[src/rtl/pcid_pkg.sv]
package pcid_pkg;
   typedef enum logic {
      EDGE_FALL = 1'b0,
      EDGE_RISE = 1'b1
   } edge_sel_e;

   typedef struct packed {
      logic armed;
      logic flag;
   } det_state_t;
endpackage

[src/rtl/pcid_sync.sv]
module pcid_sync #(
   parameter int W      = 8,
   parameter int STAGES = 2
) (
   input  logic         clk,
   input  logic         rst_n,
   input  logic [W-1:0] din,
   output logic [W-1:0] dout
);
   logic [W-1:0] stg [STAGES];

   initial begin : chk_params
      assert (STAGES >= 2) else $fatal(1, "pcid_sync: STAGES must be at least 2");
      assert (W >= 1) else $fatal(1, "pcid_sync: W must be positive");
   end

   for (genvar i = 0; i < STAGES; i++) begin : g_stage
      if (i == 0) begin : g_first
         always_ff @(posedge clk or negedge rst_n) begin
            if (!rst_n) stg[i] <= '0;
            else        stg[i] <= din;
         end
      end else begin : g_next
         always_ff @(posedge clk or negedge rst_n) begin
            if (!rst_n) stg[i] <= '0;
            else        stg[i] <= stg[i-1];
         end
      end
   end

   assign dout = stg[STAGES-1];
endmodule

[src/rtl/pcid_level.sv]
module pcid_level #(
   parameter int PORT_W    = 4,
   parameter int NUM_PORTS = 2,
   localparam int W        = PORT_W * NUM_PORTS
) (
   input  logic [W-1:0] pin_s,
   input  logic [W-1:0] dir,
   input  logic         rise_sel,
   output logic         any_act
);
   logic [W-1:0]         act_lvl;
   logic [NUM_PORTS-1:0] port_hit;

   initial begin : chk_params
      assert (PORT_W >= 1 && NUM_PORTS >= 1)
         else $fatal(1, "pcid_level: port geometry must be positive");
   end

   assign act_lvl = (rise_sel == pcid_pkg::EDGE_RISE) ? pin_s : ~pin_s;

   for (genvar p = 0; p < NUM_PORTS; p++) begin : g_port
      assign port_hit[p] = |(act_lvl[p*PORT_W +: PORT_W] & ~dir[p*PORT_W +: PORT_W]);
   end

   assign any_act = |port_hit;
endmodule

[src/rtl/pcid_arm.sv]
module pcid_arm (
   input  logic clk,
   input  logic rst_n,
   input  logic any_act,
   input  logic cfg_chg,
   input  logic clr,
   output logic armed,
   output logic flag,
   output logic fire
);
   pcid_pkg::det_state_t st_q, st_d;

   assign fire = st_q.armed & any_act & ~cfg_chg;

   always_comb begin
      st_d = st_q;
      if (cfg_chg || fire)               st_d.armed = 1'b0;
      else if (!st_q.armed && !any_act)  st_d.armed = 1'b1;
      if (fire)      st_d.flag = 1'b1;
      else if (clr)  st_d.flag = 1'b0;
   end

   always_ff @(posedge clk or negedge rst_n) begin
      if (!rst_n) st_q <= '0;
      else        st_q <= st_d;
   end

   assign armed = st_q.armed;
   assign flag  = st_q.flag;

   // a fired request leaves the detector disarmed
   p_disarm_after_fire_r5: assert property (@(posedge clk) disable iff (!rst_n)
      fire |=> !armed);

   // the flag only falls when a clear was presented
   p_clear_only_by_sw_r7: assert property (@(posedge clk) disable iff (!rst_n)
      $fell(flag) |-> $past(clr));
endmodule

[src/rtl/pcid_top.sv]
module pcid_top #(
   parameter int PORT_W      = 4,
   parameter int NUM_PORTS   = 2,
   parameter int SYNC_STAGES = 2,
   localparam int PINS       = PORT_W * NUM_PORTS
) (
   input  logic            clk,
   input  logic            rst_n,
   input  logic [PINS-1:0] pin_i,
   input  logic [PINS-1:0] dir_i,
   input  logic            rise_sel_i,
   input  logic            irq_en_i,
   input  logic            irq_clr_i,
   output logic            irq_o
);
   logic [PINS-1:0] pin_s;
   logic [PINS-1:0] dir_q;
   logic            rise_q;
   logic            any_act;
   logic            cfg_chg;
   logic            armed;
   logic            flag;
   logic            fire;

   pcid_sync #(.W(PINS), .STAGES(SYNC_STAGES)) u_sync (
      .clk  (clk),
      .rst_n(rst_n),
      .din  (pin_i),
      .dout (pin_s)
   );

   pcid_level #(.PORT_W(PORT_W), .NUM_PORTS(NUM_PORTS)) u_level (
      .pin_s   (pin_s),
      .dir     (dir_i),
      .rise_sel(rise_sel_i),
      .any_act (any_act)
   );

   always_ff @(posedge clk or negedge rst_n) begin
      if (!rst_n) begin
         dir_q  <= '0;
         rise_q <= pcid_pkg::EDGE_RISE;
      end else begin
         dir_q  <= dir_i;
         rise_q <= rise_sel_i;
      end
   end

   assign cfg_chg = (dir_i != dir_q) || (rise_sel_i != rise_q);

   pcid_arm u_arm (
      .clk    (clk),
      .rst_n  (rst_n),
      .any_act(any_act),
      .cfg_chg(cfg_chg),
      .clr    (irq_clr_i),
      .armed  (armed),
      .flag   (flag),
      .fire   (fire)
   );

   assign irq_o = flag & irq_en_i;

   // a configuration change always leaves the detector disarmed
   p_cfg_disarm_r9: assert property (@(posedge clk) disable iff (!rst_n)
      cfg_chg |=> !armed);

   // re-arming only happens after an all-idle cycle
   p_rearm_on_idle_r5: assert property (@(posedge clk) disable iff (!rst_n)
      $rose(armed) |-> $past(!any_act));

   // a new request needs the detector armed in the cycle before
   p_set_needs_arm_r2: assert property (@(posedge clk) disable iff (!rst_n)
      $rose(flag) |-> $past(armed));

   // no request output while reset is held
   always_comb begin
      if (!rst_n) p_quiet_in_reset_r1: assert (irq_o == 1'b0);
   end
endmodule

[config.mk]
export PLATFORM = sky130hd
export DESIGN_NAME = pcid_top
export DESIGN_NICKNAME = d
export VERILOG_FILES = /design/src/rtl/pcid_pkg.sv /design/src/rtl/pcid_sync.sv /design/src/rtl/pcid_level.sv /design/src/rtl/pcid_arm.sv /design/src/rtl/pcid_top.sv
export SDC_FILE = /design/constraint.sdc
export NUM_CORES = 1
export LEC_CHECK = 0
export BUFFER_PORTS_ARGS = -buffer_cell sky130_fd_sc_hd__buf_4
export CORE_UTILIZATION = 49
export CTS_CLUSTER_DIAMETER = 100
export DETAILED_ROUTE_END_ITERATION = 10
export PLACE_DENSITY = 0.73
export SLEW_MARGIN = 30
export SYNTH_ARGS = -nofsm -noshare
export SYNTH_HDL_FRONTEND = slang
export SYNTH_SLANG_ARGS = --single-unit
[constraint.sdc]
create_clock -name clk -period 2 [get_ports clk]
set_input_delay 0.4 -clock clk [delete_from_list [all_inputs] [get_ports clk]]
set_output_delay 0.4 -clock clk [all_outputs]
set_load 0.1 [all_outputs]
==> results.md, run 1 <==
* Pint at 695 uW
* Fmax at 662 MHz
* Fin. max-slew vios at 0
* Dominant cells by area after synthesis: dfrtp_1 (72%), xnor2_1 (6.8%), o22ai_1 (5.5%), inv_1 (3.7%), dfstp_2 (2.9%)
* Final RePlAce weighted congestion at 0.656
* DR pass1 iterations at 4
* Inserted Clock Buffers at 3
* DR WL/cell at 12.5 um
* Worst-Margin Slew at 324 ps
* Cell taking the most area after synthesis: dfrtp_1
* Leakage power at 0.537 nW
* Clock root buffer master: clkbuf_4
* Post-place setup slack at 345 ps
* Initial core utilization at 0.524
* Max-slew headroom at 0.782
* Initial antenna violation count at 0
* Vias at 551
* Gate count of the mapped netlist at 63
* Rows at 15
* Comb pwr share at 0.094
* R2R Path End: u_arm.flag$_DFFE_PN0P_
* Fin Setup TNS at 0 ps
* Die Area at 2020 um^2
* Yosys Warn Count at 0
* Post-cts sizing count at 0
* P&R area growth vs syn at 25.3%
* WP data arrival at 1740 ps
* Sequential-to-total area share from yosys stat at 0.748
* Clk pwr share at 0.260
* Total grt overflow at 0
* Io pins at 22
* TritonCTS clock tree: built
* Sink Count at 27
* Postcts setup bufs at 0
* Minimum clock period at 1510 ps
* Adder-Cell Fraction of Synth Area at 0
* Final setup violation count at 0
* Post-Place Cells at 109
* Total GRT Usage at 0.177
* Hold Crit Class: in -> reg
* Vias/cell at 4.83
* Post-synth top cells: dfrtp_1 (26), inv_1 (9), o22ai_1 (8)
* Synth Cell Area at 905 um^2
* Endpoints failing hold at 0
* Switch Pwr at 206 uW
* Total Power at 901 uW
* Power Density at 795 nW/um^2
* Post-synthesis mux area share at 0
* Hold Buf Count CTS at 1
* Crit path max fanout at 2
* Post-detail-place hpwl at 1.05 mm
* Syn nets at 84
* Top-count cell post-synth: dfrtp_1
* Area share of the largest cell type after synthesis at 0.719
* Number of synthesized flops with an enable pin at 0
* Hold Path Sink: u_sync.stg[14]$_DFF_PN0_
* Mapped Avg Cell Area at 14.4 um^2
* Worst vdd ir at 0.621 mV
* FF+latch area at 677 um^2
* N_diodes at 0
* Number of synthesized register bits at 27
* CTS Buffer Depth at 2
* Die extent in x at 45.0 um
* Share of layout cells above drive strength 1 at 0.303
* First-pass GRT wire length at 2.37 mm
* Worst setup path category: reg -> reg
* DRC Markers at 0
* Post-synth ARST share at 1.00
* Final setup margin at 490 ps
* Synth Area in Compound Gates at 0.0719
* Multi-input gate area at 194 um^2
* Clock Skews at 6.62 ps
* Worst Reg2Reg Path Length in Cells at 5
* Max-Cap Viols at 0
* ANT nets after route at 0
* Skew-Pair Late Insertion Delay at 320 ps
* Max H-tree Level at 1
* Clock-pin slew on the worst setup and hold paths at 140 ps
* Port Buf Inserts at 21
* WP data required at 2230 ps
* Filler cell count at 148
* Largest family of logic cells by synthesized area: XOR/XNOR gates
* Fin Hold WS at 168 ps
* Min-Delay Path Depth at 1
* Synth cell types at 15
* # nets final at 111
* Die Ht at 45.0 um
* Final Non-Filler Cells at 114
* RSZ-0062 raised after global routing: false
* Ys flop type: dfrtp_1
* Hold path startpoint: pin_i[6]
* Xor-xnor portion of the synthesized cell area at 0.0871
* Starting DRT DRC Count at 6
* Post-Route WL at 1.42 mm
* Reg-to-Reg Start: u_sync.dout[5]$_DFF_PN0_
* Number of global-route vias before repair at 626
* Period utilization at 0.755
* Status: finished clean
* Register share of total power at 0.647
* R2r setup slk at 490 ps
* Simple-gate share of the synthesized area at 0.0553
* Core Area at 1730 um^2
* Worst setup EP type: register
* Net Sw Frac at 0.228
* Largest net degree at the start of global routing at 28
* Worst setup SP type: register
sequential cells by signal, indices dropped and copies added, names as in the netlist:
signal       flops
u_sync.dout      8
u_sync.stg       8
u_arm.armed      1
dir_q            8
u_arm.flag       1
rise_q           1
cells in the final DEF (no fill, tap or decap):
master	instances
xor2_1	2
inv_1	9
dfstp_2	1
clkinvlp_4	1
nor4_1	2
dlygate4sd3_1	1
buf_4	21
clkbuf_4	3
or4_1	1
and2b_2	1
dfrtp_1	26
a32o_1	1
a21oi_1	1
o22ai_1	8
nor2_1	1
nand4_1	1
and2_1	1
xnor2_1	7
nand3_1	1
power groups by stage:
stage | logic [mW] | clock network (mW) | registers [mW]
2_1_floorplan | 0.0296 | 0 | 0.591
3_3_place_gp | 0.0807 | 0 | 0.591
3_5_place_dp | 0.0845 | 0 | 0.593
4_1_cts | 0.0862 | 0.242 | 0.583
5_1_grt | 0.0948 | 0.261 | 0.586
6_report | 0.0844 | 0.234 | 0.583
how the worst max path moves through the flow:
stage / from / to / slack, ps / cells after the start
finish: u_sync.dout[5]$_DFF_PN0_ / u_arm.flag$_DFFE_PN0P_ / 490 / 5
global route: u_sync.dout[5]$_DFF_PN0_ / u_arm.flag$_DFFE_PN0P_ / 410 / 5
CTS: u_sync.dout[5]$_DFF_PN0_ / u_arm.flag$_DFFE_PN0P_ / 490 / 5
detailed placement: dir_i[1] / u_arm.flag$_DFFE_PN0P_ / 340 / 6
global placement: dir_i[1] / u_arm.flag$_DFFE_PN0P_ / 390 / 6
floorplan: irq_en_i / irq_o / 460 / 1
per-stage QoR:
stage,util,cell area (um^2)
floorplan,-,905
global placement,0.633,1090
detailed placement,0.633,1090
CTS,0.657,1130
global route,0.657,1130
finish,0.657,1130
critical path, cell delays in order (launching register included):
cell and delay [ps]:
dfrtp_1 390, o22ai_1 90, or4_1 510, nor2_1 110, a21oi_1 60, a32o_1 270
area by class of cell:
class,count,share of cell area
Tap cell,25,0.0276
Multi-Input combinational cell,27,0.171
Sequential cell,27,0.597
Clock buffer,3,0.0199
Inverter,9,0.0298
Clock inverter,1,0.00662
Timing Repair Buffer,22,0.148
layer usage:
layer,part of all wire,routed length [um],vias up,GRT usage
li1,-,-,263,-
met1,0.40,576,267,0.164
met2,0.54,769,17,0.342
met3,0.038,54,4,0.0360
met4,0.016,23,0,0.109
met5,0,0,-,0
logic make-up after synthesis:
family          after synthesis
simple gates                  8
compound gates               10
buf+inv                       9
xor+xnor                      9
flops                        27
No activity file was read; power rests on OpenSTA's default activity.
==> run 2, diff against run 1 <==
--- a/config.mk
+++ b/config.mk
@@ -6,10 +6,10 @@
 export NUM_CORES = 1
 export LEC_CHECK = 0
 export BUFFER_PORTS_ARGS = -buffer_cell sky130_fd_sc_hd__buf_4
-export CORE_UTILIZATION = 49
+export CORE_UTILIZATION = 45
 export CTS_CLUSTER_DIAMETER = 100
 export DETAILED_ROUTE_END_ITERATION = 10
-export PLACE_DENSITY = 0.73
+export PLACE_DENSITY = 0.71
 export SLEW_MARGIN = 30
 export SYNTH_ARGS = -nofsm -noshare
 export SYNTH_HDL_FRONTEND = slang
==> constraint.sdc (replaced) <==
create_clock -name clk -period 1.3 [get_ports clk]
set_input_delay 0.26 -clock clk [delete_from_list [all_inputs] [get_ports clk]]
set_output_delay 0.26 -clock clk [all_outputs]
set_load 0.1 [all_outputs]
==> run 2 against run 1 <==
The flow now finishes with violations (negative setup slack). Worst setup slack worse by 630 ps. Non-clock buffer count increased by 8. First-iteration DRC count fell by 33%. Register-to-register slack worse by 630 ps. Combinational power increased by 67%. Final cell count grew 7.0%. Count of clock-buffer cells in the layout unchanged. Utilization grew 1.3 points. Global-route usage decreased by 1.9 points. Routed wire length down 1.6%. Critical endpoint unchanged. Die area is 8.5% higher.
==> results.md, run 2 (same netlist as run 1, synthesis figures left out) <==
* Total grt overflow at 0 (unchanged)
* Die Ht at 46.8 um (was 45.0 um)
* Minimum clock period at 1440 ps (was 1510 ps)
* Final RePlAce weighted congestion at 0.743 (was 0.656)
* Max-slew headroom at 0.761 (was 0.782)
* Failing checks: negative setup slack
* Crit path max fanout at 2 (unchanged)
* N_diodes at 0 (unchanged)
* Clock root buffer master: clkbuf_4 (unchanged)
* Status: finished with violations (was finished clean)
* Worst setup SP type: register (unchanged)
* Commonest non-fill, non-tap cell in the layout: buf_4 (was dfrtp_1)
* Post-detail-place hpwl at 1.06 mm (was 1.05 mm)
* Share of layout cells above drive strength 1 at 0.371 (was 0.303)
* Die Area at 2190 um^2 (was 2020 um^2)
* Power Density at 1140 nW/um^2 (was 795 nW/um^2)
* P&R area growth vs syn at 33.3% (was 25.3%)
* Port Buf Inserts at 21 (unchanged)
* Clock-pin slew on the worst setup and hold paths at 130 ps (was 140 ps)
* Post-Place Cells at 115 (was 109)
* Initial core utilization at 0.502 (was 0.524)
* Final Non-Filler Cells at 122 (was 114)
* Vias/cell at 4.61 (was 4.83)
* Number of global-route vias before repair at 605 (was 626)
* Initial antenna violation count at 0 (unchanged)
* Starting DRT DRC Count at 4 (was 6)
* Vias at 562 (was 551)
* Sink Count at 27 (unchanged)
* Io pins at 22 (unchanged)
* Met1 Routed Length at 584 um (was 576 um)
* WL met3 at 52 um (was 54 um)
* Worst setup path category: reg -> reg (unchanged)
* # nets final at 119 (was 111)
* Hold Crit Class: in -> reg (unchanged)
* Largest net degree at the start of global routing at 28 (unchanged)
* ANT nets after route at 0 (unchanged)
* WP data required at 1520 ps (was 2230 ps)
* DR pass1 iterations at 3 (was 4)
* Total GRT Usage at 0.157 (was 0.177)
* Worst setup EP type: register (unchanged)
* Worst vdd ir at 0.901 mV (was 0.621 mV)
* Clock Skews at 3.57 ps (was 6.62 ps)
* Highest Signal Layer: met4 (unchanged)
* CTS Buffer Depth at 2 (unchanged)
* Period utilization at 1.10 (was 0.755)
* DR WL/cell at 11.5 um (was 12.5 um)
* Worst-Margin Slew at 356 ps (was 324 ps)
* Most frequent cells in the layout: buf_4 (28), dfrtp_1 (26), inv_1 (9) (was dfrtp_1 (26), buf_4 (21), inv_1 (9))
* Fin. max-slew vios at 0 (unchanged)
* Post-Route WL at 1.40 mm (was 1.42 mm)
* Filler cell count at 149 (was 148)
* RSZ-0062 raised after global routing: true (was false)
* Post-place setup slack at -156 ps (was 345 ps)
* Max H-tree Level at 1 (unchanged)
* Die extent in x at 46.8 um (was 45.0 um)
* DRC Markers at 0 (unchanged)
* DR WL met2 at 746 um (was 769 um)
* Core Area at 1800 um^2 (was 1730 um^2)
* Final setup margin at -136 ps (was 490 ps)
* Endpoints failing hold at 0 (unchanged)
* TritonCTS clock tree: built (unchanged)
* Max-Cap Viols at 0 (unchanged)
* Final setup violation count at 2 (was 0)
* WP data arrival at 1650 ps (was 1740 ps)
* Final Core Density at 0.669 (was 0.657)
* Total Power at 1.38 mW (was 901 uW)
* Inserted Clock Buffers at 3 (unchanged)
* Skew-Pair Late Insertion Delay at 310 ps (was 320 ps)
* First-pass GRT wire length at 2.33 mm (was 2.37 mm)
* Rows at 15 (unchanged)
* Fin Setup TNS at -218 ps (was 0 ps)
* Leakage power at 0.584 nW (was 0.537 nW)
* Fmax at 697 MHz (was 662 MHz)
## run 2: metal layers
metal  track usage  vias to the layer above
li1              -                      279
met1         0.184                      266
met2         0.278                       15
met3        0.0231                        2
met4        0.0857                        0
met5             0                        -
## run 2: where the power goes
| part | switching [mW] | leakage [nW] | internal [mW] |
|---|---|---|---|
| Sequential | 0.0161 | 0.318 | 0.880 |
| Combinational | 0.0587 | 0.248 | 0.0828 |
| Clock | 0.225 | 0.0177 | 0.115 |
| Total | 0.299 | 0.584 | 1.08 |
## run 2: stage by stage
stage / instance area [um^2] / hold slack [ps]
4_1_cts: 1200 / 23.3
5_1_grt: 1210 / 15.1
2_1_floorplan: 906 / -35.6
3_3_place_gp: 1140 / 180
3_5_place_dp: 1140 / 183
6_report: 1210 / 41.2
## run 2: layout make-up
cell class / instances / area, um^2 / area share
multi-input combinational: 27 / 196 / 0.163
timing repair buffer: 30 / 240 / 0.199
clock buffer: 3 / 22.5 / 0.0187
inverter: 9 / 33.8 / 0.0280
sequential: 27 / 677 / 0.561
clock inverter: 1 / 5.00 / 0.00415
tap: 25 / 31.3 / 0.0259
## run 2: repair_timing
item / CTS / global route
pin swaps: 1 / 0
endpoints found under the hold margin: 26 / 0
gates cloned: 0 / 0
buffers inserted: 1 / 1
gates resized for setup: 4 / 0
hold buffers: 1 / 0
endpoints found under the setup margin: 3 / 3
## run 2: final timing paths
| kind | from | cells past startpoint | slack, ps | to |
|---|---|---|---|---|
| min in group asynchronous | rst_n | 2 | 380 | u_arm.armed$_DFFE_PN0P_ |
| setup reg to reg | u_sync.dout[4]$_DFF_PN0_ | 5 | -140 | u_arm.flag$_DFFE_PN0P_ |
| hold / removal | pin_i[3] | 1 | 40 | u_sync.stg[11]$_DFF_PN0_ |
| hold reg to reg | u_sync.stg[12]$_DFF_PN0_ | 0 | 360 | u_sync.dout[4]$_DFF_PN0_ |
| setup / recovery | u_sync.dout[4]$_DFF_PN0_ | 5 | -140 | u_arm.flag$_DFFE_PN0P_ |
| max in group asynchronous | rst_n | 2 | 630 | rise_q$_DFF_PN1_ |
## run 2: worst max-delay path, cell delays in order, from the launching register on
cell	delay [ps]
dfrtp_1	380
o22ai_1	80
or4_1	510
nor2_1	90
a21oi_1	60
a32o_1	230
==> run 3, diff against run 2 <==
--- a/config.mk
+++ b/config.mk
@@ -5,11 +5,12 @@
 export SDC_FILE = /design/constraint.sdc
 export NUM_CORES = 1
 export LEC_CHECK = 0
+export ABC_AREA = 1
 export BUFFER_PORTS_ARGS = -buffer_cell sky130_fd_sc_hd__buf_4
-export CORE_UTILIZATION = 45
+export CORE_UTILIZATION = 47
 export CTS_CLUSTER_DIAMETER = 100
 export DETAILED_ROUTE_END_ITERATION = 10
-export PLACE_DENSITY = 0.71
+export PLACE_DENSITY = 0.72
 export SLEW_MARGIN = 30
 export SYNTH_ARGS = -nofsm -noshare
 export SYNTH_HDL_FRONTEND = slang
==> run 3 against run 2 <==
The run now ends clean. Sequential cell count stayed put. Non-clock buffer count is 7 lower. Via count is 38% higher. Routed wire length is 21% higher. Global-route usage is 1.9 points higher. Critical path depth is 2 lower. Sequential share of layout area is 4.4 points lower. First-iteration DRC count is 75% higher. Utilization is 2.9 points lower. Worst hold slack worse by 10 ps. Design area is 8.5% higher.
==> results.md, run 3 <==
* Vias/cell at 4.55 (was 4.61)
* Core Area at 2040 um^2 (was 1800 um^2)
* Hold Crit Class: in -> reg (unchanged)
* Total GRT Usage at 0.176 (was 0.157)
* Inserted Clock Buffers at 3 (unchanged)
* Clock-pin slew on the worst setup and hold paths at 130 ps (about the same)
* Power Density at 1070 nW/um^2 (was 1140 nW/um^2)
* Total grt overflow at 0 (unchanged)
* Skew-Pair Late Insertion Delay at 320 ps (was 310 ps)
* Ys flop type: dfrtp_1 (unchanged)
* Period utilization at 0.962 (was 1.10)
* Area share of the largest cell type after synthesis at 0.608 (was 0.719)
* Post-Route WL at 1.70 mm (was 1.40 mm)
* Initial core utilization at 0.524 (was 0.502)
* ANT nets after route at 0 (unchanged)
* Status: finished clean (was finished with violations)
* Vias at 773 (was 562)
* DRC Markers at 0 (unchanged)
* N_diodes at 0 (unchanged)
* Synth cell types at 12 (was 15)
* FF+latch area at 677 um^2 (unchanged)
* Crit path max fanout at 2 (unchanged)
* Final RePlAce weighted congestion at 0.723 (was 0.743)
* Worst setup SP type: register (unchanged)
* Worst setup path category: reg -> out (was reg -> reg)
* Minimum clock period at 1250 ps (was 1440 ps)
* Post-detail-place hpwl at 1.32 mm (was 1.06 mm)
* Syn nets at 138 (was 84)
* Share of layout cells above drive strength 1 at 0.210 (was 0.371)
* Most frequent cells in the layout: nand2_1 (44), dfrtp_1 (26), inv_1 (22) (was buf_4 (28), dfrtp_1 (26), inv_1 (9))
* Initial antenna violation count at 0 (unchanged)
* Net Sw Frac at 0.232 (was 0.217)
* DR pass1 iterations at 4 (was 3)
* Io pins at 22 (unchanged)
* Clk pwr share at 0.246 (was 0.247)
* Final Non-Filler Cells at 170 (was 122)
* Number of synthesized flops with an enable pin at 0 (unchanged)
* Dominant cells by area after synthesis: dfrtp_1 (61%), nand2_1 (15%), inv_1 (8.1%), nand3_1 (3.7%), dfstp_2 (2.5%) (was dfrtp_1 (72%), xnor2_1 (6.8%), o22ai_1 (5.5%), inv_1 (3.7%), dfstp_2 (2.9%))
* Yosys Warn Count at 0 (unchanged)
* Multi-input gate area at 284 um^2 (was 196 um^2)
* Sequential-to-total area share from yosys stat at 0.633 (was 0.748)
* Max-slew headroom at 0.785 (was 0.761)
* Final setup violation count at 0 (was 2)
* Port Buf Inserts at 21 (unchanged)
* Mapped Avg Cell Area at 9.14 um^2 (was 14.4 um^2)
* Max H-tree Level at 1 (unchanged)
* Fmax at 799 MHz (was 697 MHz)
* Max-Cap Viols at 0 (unchanged)
* Register share of total power at 0.638 (was 0.651)
* Commonest non-fill, non-tap cell in the layout: nand2_1 (was buf_4)
* Largest net degree at the start of global routing at 28 (unchanged)
* Post-synth ARST share at 1.00 (unchanged)
* Min-Delay Path Depth at 1 (unchanged)
* Post-Place Cells at 164 (was 115)
* Endpoints failing hold at 0 (unchanged)
* WP data required at 1040 ps (was 1520 ps)
* Final Core Density at 0.641 (was 0.669)
* # nets final at 165 (was 119)
* Worst setup EP type: primary output (was register)
* Fin Setup TNS at 0 ps (was -218 ps)
* Sink Count at 27 (unchanged)
* Rows at 16 (was 15)
* Comb pwr share at 0.116 (was 0.103)
* WP data arrival at 990 ps (was 1650 ps)
* Switch Pwr at 327 uW (was 299 uW)
* Clock root buffer master: clkbuf_4 (unchanged)
* Top-count cell post-synth: nand2_1 (was dfrtp_1)
* Die Ht at 49.7 um (was 46.8 um)
* DR WL/cell at 9.98 um (was 11.5 um)
* Leakage power at 0.735 nW (was 0.584 nW)
* Worst Reg2Reg Path Length in Cells at 5 (unchanged)
* P&R area growth vs syn at 22.3% (was 33.3%)
* Synth Cell Area at 1070 um^2 (was 905 um^2)
* RSZ-0062 raised after global routing: true (unchanged)
* Worst-Margin Slew at 322 ps (was 356 ps)
* Number of synthesized register bits at 27 (unchanged)
* Gate count of the mapped netlist at 117 (was 63)
* Post-synth top cells: nand2_1 (44), dfrtp_1 (26), inv_1 (23) (was dfrtp_1 (26), inv_1 (9), o22ai_1 (8))
* Starting DRT DRC Count at 7 (was 4)
* Fin. max-slew vios at 0 (unchanged)
* Filler cell count at 178 (was 149)
* Die Area at 2470 um^2 (was 2190 um^2)
* First-pass GRT wire length at 3.15 mm (was 2.33 mm)
* Postcts setup bufs at 0 (was 1)
* Worst vdd ir at 0.973 mV (was 0.901 mV)
* CTS Buffer Depth at 2 (unchanged)
* Clock Skews at 4.74 ps (was 3.57 ps)
* Cell taking the most area after synthesis: dfrtp_1 (unchanged)
* Pint at 1.08 mW (about the same)
* Die extent in x at 49.7 um (was 46.8 um)
* Number of global-route vias before repair at 801 (was 605)
* TritonCTS clock tree: built (unchanged)
run 3: cell types whose count changed after synthesis, moves of 4 or more:
cell	change
inv_1	+14
nand2_1	+44
nand3_1	+7
xnor2_1	-4
o22ai_1	-8
nor2_1	+5
run 3: cells by family (layout without fill, tap and decap cells):
family	after synthesis	count (layout)	synth area share
buffers and inverters	25	51	0.102
XOR/XNOR	3	3	0.0246
flip-flops	27	27	0.633
AND/OR/NAND/NOR	62	62	0.241
run 3: path summary, 6_finish.rpt:
path / slack, ps / endpoint / from
max reg2reg: 220 / u_arm.flag$_DFFE_PN0P_ / rise_q$_DFF_PN1_
min: 30 / u_sync.stg[14]$_DFF_PN0_ / pin_i[6]
min in group asynchronous: 360 / dir_q[7]$_DFF_PN0_ / rst_n
max in group asynchronous: 650 / rise_q$_DFF_PN1_ / rst_n
min reg2reg: 360 / u_sync.dout[0]$_DFF_PN0_ / u_sync.stg[8]$_DFF_PN0_
max: 50 / irq_o / u_arm.flag$_DFFE_PN0P_
run 3: what timing repair did:
action	CTS	global route
hold buffers	1	1
gates resized for setup	1	3
endpoints found under the setup margin	1	1
endpoints found under the hold margin	26	1
run 3: through the flow:
step	hold slack, ps	worst slack [ps]	instance area [um^2]	total power, mW
global placement	179	207	1250	1.07
finish	31.0	49.0	1310	1.41
global route	1.06	-6.96	1310	1.50
CTS	23.2	1.74	1290	1.42
floorplan	-35.6	89.9	1070	0.992
detailed placement	184	176	1250	1.08
run 3: worst max-delay path, stage by stage (launching register included):
cell	delay [ps]
dfrtp_1	400
nand2_1	70
inv_2	40
buf_12	150
run 3: power groups by stage:
stage	combinational [mW]	sequential [mW]	clock, mW
after detailed placement	0.161	0.915	0
after global routing	0.189	0.904	0.404
final	0.163	0.898	0.345
after global placement	0.155	0.911	0
after CTS	0.164	0.899	0.362
after floorplan	0.0828	0.909	0
run 3: cell type report:
class	instances	share of cell area
inverters	24	0.0746
clock buffers	4	0.0201
multi-input cells	65	0.217
well taps	27	0.0258
flip-flops and latches	27	0.517
repair buffers	23	0.145
run 3: layer usage:
layer | up-vias | track usage | wire [um]
met5 | - | 0 | 0
met2 | 18 | 0.309 | 909
met3 | 5 | 0.0278 | 60
met1 | 362 | 0.191 | 675
met4 | 0 | 0.124 | 51
li1 | 388 | - | -
